File: config.mk
export PLATFORM = sky130hd
export DESIGN_NAME = fir_mac_engine
export DESIGN_NICKNAME = d
export VERILOG_FILES = /design/src/rtl/fir_mac_pkg.sv /design/src/rtl/fir_ptr_unit.sv /design/src/rtl/fir_tap_ctrl.sv /design/src/rtl/fir_mac_unit.sv /design/src/rtl/fir_mac_engine.sv
export SDC_FILE = /design/constraint.sdc
export NUM_CORES = 1
export LEC_CHECK = 0
export BUFFER_PORTS_ARGS = -buffer_cell sky130_fd_sc_hd__clkbuf_2
export CELL_PAD_IN_SITES_DETAIL_PLACEMENT = 1
export CELL_PAD_IN_SITES_GLOBAL_PLACEMENT = 1
export CORE_ASPECT_RATIO = 0.75
export CORE_UTILIZATION = 40
export CTS_CLUSTER_SIZE = 14
export DETAILED_ROUTE_END_ITERATION = 10
export PLACE_DENSITY_LB_ADDON = 0.1
export REMOVE_ABC_BUFFERS = 1
export SYNTH_ARGS = -nofsm -noshare
export SYNTH_HDL_FRONTEND = slang
export SYNTH_SLANG_ARGS = --single-unit
File: constraint.sdc
create_clock -name clk_i -period 5.43 [get_ports clk_i]
set_clock_uncertainty 0.2 [all_clocks]
set_input_delay 0.2715 -clock clk_i [delete_from_list [all_inputs] [get_ports clk_i]]
set_output_delay 0.2715 -clock clk_i [all_outputs]
set_load 0.05 [all_outputs]
File: src/rtl/fir_mac_pkg.sv
package fir_mac_pkg;

  typedef enum logic {
    ACC_WRAP = 1'b0,
    ACC_SAT  = 1'b1
  } acc_mode_e;

  // tag carried alongside the operand-load stage
  typedef struct packed {
    logic vld;
    logic last;
  } tap_tag_t;

endpackage

File: src/rtl/fir_ptr_unit.sv
module fir_ptr_unit #(
  parameter int unsigned ADDR_W = 10
) (
  input  logic              clk_i,
  input  logic              rst_ni,
  input  logic              load_i,
  input  logic [ADDR_W-1:0] base_i,
  input  logic              step_i,
  output logic [ADDR_W-1:0] ptr_o
);

  logic [ADDR_W-1:0] ptr_q;

  always_ff @(posedge clk_i or negedge rst_ni) begin
    if (!rst_ni)     ptr_q <= '0;
    else if (load_i) ptr_q <= base_i;
    else if (step_i) ptr_q <= ptr_q + 1'b1;
  end

  assign ptr_o = ptr_q;

  // consecutive reads use consecutive addresses, wrapping modulo depth
  p_ptr_advance_r3: assert property (@(posedge clk_i) disable iff (!rst_ni)
    (step_i && !load_i) |=> (ptr_o == $past(ptr_o) + 1'b1));

  p_ptr_load_r3: assert property (@(posedge clk_i) disable iff (!rst_ni)
    load_i |=> (ptr_o == $past(base_i)));

endmodule

File: src/rtl/fir_tap_ctrl.sv
module fir_tap_ctrl
  import fir_mac_pkg::*;
#(
  parameter int unsigned CNT_W = 10
) (
  input  logic             clk_i,
  input  logic             rst_ni,
  input  logic             start_i,
  input  logic [CNT_W-1:0] taps_i,
  output logic             accept_o,
  output logic             issue_o,
  output tap_tag_t         tag_o,
  output logic             busy_o,
  output logic             valid_o
);

  logic [CNT_W-1:0] cnt_q;
  tap_tag_t         tag_q;
  logic             valid_q;

  assign issue_o  = (cnt_q != '0);
  assign busy_o   = issue_o | tag_q.vld;
  assign accept_o = start_i & ~busy_o;

  always_ff @(posedge clk_i or negedge rst_ni) begin
    if (!rst_ni) begin
      cnt_q   <= '0;
      tag_q   <= '0;
      valid_q <= 1'b0;
    end else begin
      if (accept_o)     cnt_q <= taps_i;
      else if (issue_o) cnt_q <= cnt_q - 1'b1;
      tag_q.vld  <= issue_o;
      tag_q.last <= issue_o && (cnt_q == {{(CNT_W-1){1'b0}}, 1'b1});
      valid_q    <= (tag_q.vld & tag_q.last) | (accept_o && (taps_i == '0));
    end
  end

  assign tag_o   = tag_q;
  assign valid_o = valid_q;

  p_ignore_busy_r5: assert property (@(posedge clk_i) disable iff (!rst_ni)
    (start_i && issue_o) |=> (cnt_q == $past(cnt_q) - 1'b1));

  p_busy_follows_issue_r5: assert property (@(posedge clk_i) disable iff (!rst_ni)
    issue_o |=> busy_o);

  p_valid_idle_r4: assert property (@(posedge clk_i) disable iff (!rst_ni)
    valid_o |-> !busy_o);

  p_zero_taps_r6: assert property (@(posedge clk_i) disable iff (!rst_ni)
    (accept_o && (taps_i == '0)) |=> (valid_o && !issue_o));

endmodule

File: src/rtl/fir_mac_unit.sv
module fir_mac_unit
  import fir_mac_pkg::*;
#(
  parameter int unsigned DATA_W = 16,
  parameter int unsigned ACC_W  = 40
) (
  input  logic              clk_i,
  input  logic              rst_ni,
  input  logic              clr_i,
  input  logic              en_i,
  input  acc_mode_e         mode_i,
  input  logic [DATA_W-1:0] a_i,
  input  logic [DATA_W-1:0] b_i,
  output logic [ACC_W-1:0]  acc_o
);

  localparam int unsigned PROD_W = 2 * DATA_W;
  localparam logic [ACC_W-1:0] ACC_MAX = {1'b0, {(ACC_W-1){1'b1}}};
  localparam logic [ACC_W-1:0] ACC_MIN = {1'b1, {(ACC_W-1){1'b0}}};

  logic signed [PROD_W-1:0] prod;
  logic [ACC_W:0]           sum;
  logic                     ovf;
  logic [ACC_W-1:0]         acc_d, acc_q;

  assign prod = $signed(a_i) * $signed(b_i);
  assign sum  = {acc_q[ACC_W-1], acc_q} + {{(ACC_W+1-PROD_W){prod[PROD_W-1]}}, prod};
  assign ovf  = sum[ACC_W] ^ sum[ACC_W-1];

  always_comb begin
    acc_d = sum[ACC_W-1:0];
    if (mode_i == ACC_SAT && ovf) acc_d = sum[ACC_W] ? ACC_MIN : ACC_MAX;
  end

  always_ff @(posedge clk_i or negedge rst_ni) begin
    if (!rst_ni)    acc_q <= '0;
    else if (clr_i) acc_q <= '0;
    else if (en_i)  acc_q <= acc_d;
  end

  assign acc_o = acc_q;

  p_clear_on_start_r7: assert property (@(posedge clk_i) disable iff (!rst_ni)
    clr_i |=> (acc_o == '0));

  p_sat_holds_max_r8: assert property (@(posedge clk_i) disable iff (!rst_ni)
    (en_i && !clr_i && mode_i == ACC_SAT && acc_q == ACC_MAX && !prod[PROD_W-1])
      |=> (acc_o == ACC_MAX));

  p_sat_holds_min_r8: assert property (@(posedge clk_i) disable iff (!rst_ni)
    (en_i && !clr_i && mode_i == ACC_SAT && acc_q == ACC_MIN && (prod[PROD_W-1] || prod == '0))
      |=> (acc_o == ACC_MIN));

endmodule

File: src/rtl/fir_mac_engine.sv
module fir_mac_engine
  import fir_mac_pkg::*;
#(
  parameter int unsigned DATA_W   = 16,
  parameter int unsigned ACC_W    = 40,
  parameter int unsigned ADDR_W   = 10,
  parameter int unsigned MAX_TAPS = 1023,
  localparam int unsigned CNT_W   = $clog2(MAX_TAPS + 1)
) (
  input  logic              clk_i,
  input  logic              rst_ni,
  input  logic              start_i,
  input  logic [CNT_W-1:0]  taps_i,
  input  logic [ADDR_W-1:0] coef_base_i,
  input  logic [ADDR_W-1:0] samp_base_i,
  input  logic              sat_en_i,
  output logic              coef_re_o,
  output logic [ADDR_W-1:0] coef_addr_o,
  input  logic [DATA_W-1:0] coef_rdata_i,
  output logic              samp_re_o,
  output logic [ADDR_W-1:0] samp_addr_o,
  input  logic [DATA_W-1:0] samp_rdata_i,
  output logic              busy_o,
  output logic              valid_o,
  output logic [ACC_W-1:0]  result_o
);

  localparam int unsigned N_BANKS = 2;

  logic                     accept, issue;
  tap_tag_t                 tag;
  acc_mode_e                mode_q;
  logic [ADDR_W-1:0]        base [N_BANKS];
  logic [ADDR_W-1:0]        ptr  [N_BANKS];

  assign base[0] = coef_base_i;
  assign base[1] = samp_base_i;

  fir_tap_ctrl #(.CNT_W(CNT_W)) u_ctrl (
    .clk_i    (clk_i),
    .rst_ni   (rst_ni),
    .start_i  (start_i),
    .taps_i   (taps_i),
    .accept_o (accept),
    .issue_o  (issue),
    .tag_o    (tag),
    .busy_o   (busy_o),
    .valid_o  (valid_o)
  );

  // one private pointer incrementer per bank
  for (genvar g = 0; g < N_BANKS; g++) begin : g_bank
    fir_ptr_unit #(.ADDR_W(ADDR_W)) u_ptr (
      .clk_i  (clk_i),
      .rst_ni (rst_ni),
      .load_i (accept),
      .base_i (base[g]),
      .step_i (issue),
      .ptr_o  (ptr[g])
    );
  end

  always_ff @(posedge clk_i or negedge rst_ni) begin
    if (!rst_ni)     mode_q <= ACC_WRAP;
    else if (accept) mode_q <= sat_en_i ? ACC_SAT : ACC_WRAP;
  end

  assign coef_re_o   = issue;
  assign samp_re_o   = issue;
  assign coef_addr_o = ptr[0];
  assign samp_addr_o = ptr[1];

  fir_mac_unit #(.DATA_W(DATA_W), .ACC_W(ACC_W)) u_mac (
    .clk_i  (clk_i),
    .rst_ni (rst_ni),
    .clr_i  (accept),
    .en_i   (tag.vld),
    .mode_i (mode_q),
    .a_i    (coef_rdata_i),
    .b_i    (samp_rdata_i),
    .acc_o  (result_o)
  );

  // both banks address the same tap index
  p_banks_in_step_r3: assert property (@(posedge clk_i) disable iff (!rst_ni)
    coef_re_o |-> ((coef_addr_o - coef_base_i) == (samp_addr_o - samp_base_i)) || $past(accept) == 1'b0);

  p_result_hold_r10: assert property (@(posedge clk_i) disable iff (!rst_ni)
    (valid_o && !start_i) |=> $stable(result_o));

endmodule

==> summary.md <==
| Metric | Value |
|---|---|
| Critical Path AT | `6.58 ns` |
| GRT Total Usage | `0.2651` |
| Routed Antenna Nets | `0` |
| # fillers | `4,573` |
| Status | `finished, violations left` |
| RSZ-0062 raised after global routing | `yes` |
| CTS buffer count | `9` |
| Final Cycle Share | `1.199` |
| Crit path buf inv count | `9` |
| Yosys reg bits | `74` |
| Mapped Cells | `1,728` |
| Finished Cell Area | `20,990 sq um` |
| Vias per cell | `5.011` |
| Final Hold Vio Count | `0` |
| Initial core utilization | `0.4068` |
| Highest Clock Rate | `0.1536 GHz` |
| Reg clk slew, reported paths | `0.06 ns` |
| Die Ht | `175.9 microns` |
| Most frequent CP cell | `fa_1` |
| CTS Buffer Depth | `2` |
| Worst min-delay path class | `in -> reg` |
| Failing checks | `negative setup slack` |
| Placed instance area | `19,260 sq um` |
| Post-synth EDFFs | `0` |
| Dpl ws | `-1.839 ns` |
| Post-synth cell types | `63` |
| CTS Sinks | `74` |
| Routed vias | `13,320` |
| Fraction of layout cells with a size suffix above 1 | `0.2577` |
| Number of max-cap violations | `0` |
| I/O Buffers | `129` |
| Delay-heaviest family, CP | `adder cells` |
| Final TNS setup | `-41.37 ns` |
| Fin nets | `2,656` |
| Worst Tran Pin Value | `1.056 ns` |
| Fin crit period | `6.509 ns` |
| Final setup fails | `40` |
| CP required | `5.51 ns` |
| Avg Inst Size Synth | `9.335 sq um` |
| Placed cells | `2,578` |
| Aggregate global routing overflow | `0` |
| Startpoint Class | `primary input` |
| Core ar. | `39,650 sq um` |
| Critical path's largest stage delay | `0.52 ns` |
| Die area | `41,140 sq um` |
| Ys Warns | `0` |
| Async set-reset flop share out of synthesis | `1.000` |
| Routed WL | `50,810 microns` |
| CP Capture Type | `flop` |
| P&R area growth vs syn | `30.14%` |
| # DRC | `0` |
| Vias in the first global route | `15,330` |
| Number of diodes | `0` |
| Detail Placement HPWL | `42,540 microns` |
| Clk_lat worst skew | `0.35 ns` |
| Htree depth | `3` |
| Drt first pass iters | `4` |
| Post-Synthesis Cell Area | `16,130 sq um` |
| First-pass GRT wire length | `84,250 microns` |
| Largest net degree at the start of global routing | `75` |
| Drt wl/cell | `19.11 microns` |
| Final GP Congestion | `0.8518` |
| CTS tree | `built` |
| Worst Setup Path Type | `in -> reg` |
| Final worst slack | `-1.079 ns` |
| DRT iter0 DRCs | `557` |
| Antenna violations before repair | `0` |
| Row count | `63` |
| Sequential share of the synthesized area | `0.1148` |
| Chip width | `233.9 microns` |
| IO Pins | `130` |
| Critical path peak fanout | `8` |
| Slowest CP cell | `fa_1` |
| Root Buffer | `clkbuf_16` |
| Normalized max-slew margin | `0.2946` |
| Top FF cell, synth | `dfrtp_1` |
| Fin cells | `2,658` |
| Max Slew Vio Count | `0` |
[cells in the mapped netlist, types with 5 or more instances]
library cell,number,share of area
a31oi_1,11,0.0043
clkbuf_1,46,0.011
nand2_1,193,0.045
a21o_1,15,0.0070
nand3_1,24,0.0074
dfrtp_1,74,0.11
xor2_1,7,0.0038
xnor2_1,35,0.019
nand4_1,7,0.0027
nor3_1,5,0.0016
nor3b_1,9,0.0042
and3_1,15,0.0058
o21bai_1,13,0.0061
a21oi_1,49,0.015
fa_1,334,0.41
nor4_1,5,0.0019
buf_2,7,0.0022
and2_1,115,0.045
nor2_1,53,0.012
inv_1,427,0.099
buf_6,7,0.0049
o21ai_0,37,0.011
ha_1,122,0.095
a221o_1,46,0.029
o311ai_0,5,0.0027
[layer usage]
metal / routed length, microns / track usage / up-vias
li1: - / - / 6133
met3: 1843 / 0.03036 / 23
met5: 0 / 0 / -
met1: 23330 / 0.3667 / 6927
met4: 371 / 0.03409 / 0
met2: 25260 / 0.4567 / 235
[tightest hold or removal path, delay by kind of cell]
kind            cells  cell delay (ns)
compound gates      1             0.09
simple gates        1             0.06
buf+inv             1             0.09
[metrics by stage]
stage,hold WS (ns),util
2_1_floorplan,-0.2241,-
3_3_place_gp,0.2819,0.4858
3_5_place_dp,0.2921,0.4858
4_1_cts,0.01160,0.5243
5_1_grt,0.01817,0.5295
6_report,0.02299,0.5295
[registers in the layout, summed over array words and instances, names as in the netlist]
| register | count |
|---|---|
| g_bank.u_ptr.ptr_o | 20 |
| mode_q | 1 |
| u_ctrl.cnt_q | 10 |
| u_ctrl.tag_o | 2 |
| u_ctrl.valid_o | 1 |
| u_mac.acc_o | 40 |
[repair_timing]
action,CTS,global route
setup endpoints to repair,40,40
pin swaps,45,21
gates cloned,3,0
endpoints found under the hold margin,102,0
gates resized for setup,145,33
buffers inserted,22,11
hold buffers,29,0
[cells in the final DEF, fill, tap and decap left out, drive strengths merged, types with 7 or more instances in the layout]
master	n
dlygate4sd3	29
inv	426
a221o	46
clkbuf	133
nor3b	9
dfrtp	74
a31oi	11
and3	16
and2	119
a21o	15
a21oi	49
xnor2	35
buf	303
o21bai	13
nand3	24
ha	122
xor2	7
fa	334
nand2	193
nand4	7
nor2	53
o21ai	37
[cells by family (layout without fill, tap and decap cells)]
kind of cell	Yosys count	after routing	synth area share
buf+inv	491	899	0.1183
compound gates	221	221	0.09967
simple gates	442	444	0.1339
flops	74	74	0.1148
xor+xnor	42	42	0.02280
mux	2	2	0.001396
fa+ha+maj	456	456	0.5092
[final cells by class]
type,count,area [sq um],share of cell area
clock buffer,9,225.2,0.01073
timing repair buffer,457,3637,0.1733
inverter,427,1610,0.07671
clock inverter,6,115.1,0.005483
tap,520,650.6,0.03099
multi-input combinational,1165,12900,0.6146
sequential,74,1852,0.08821
[final timing paths]
check	slack, ns	endpoint	depth (start not counted)	startpoint
max	-1.08	u_mac.acc_o[23]$_DFFE_PN0P_	26	samp_rdata_i[6]
min	0.02	g_bank[1].u_ptr.ptr_o[8]$_DFFE_PN0P_	3	samp_base_i[8]
max reg2reg	-0.54	u_mac.acc_o[23]$_DFFE_PN0P_	21	u_mac.acc_o[15]$_DFFE_PN0P_
min reg2reg	0.31	u_ctrl.valid_o$_DFF_PN0_	1	u_ctrl.tag_o[0]$_DFF_PN0_
max in group asynchronous	3.90	u_mac.acc_o[1]$_DFFE_PN0P_	2	rst_ni
min in group asynchronous	0.45	u_mac.acc_o[32]$_DFFE_PN0P_	2	rst_ni
Power is not shown: default switching activity piles up to over one toggle a cycle in this logic, so the estimate is an artifact.
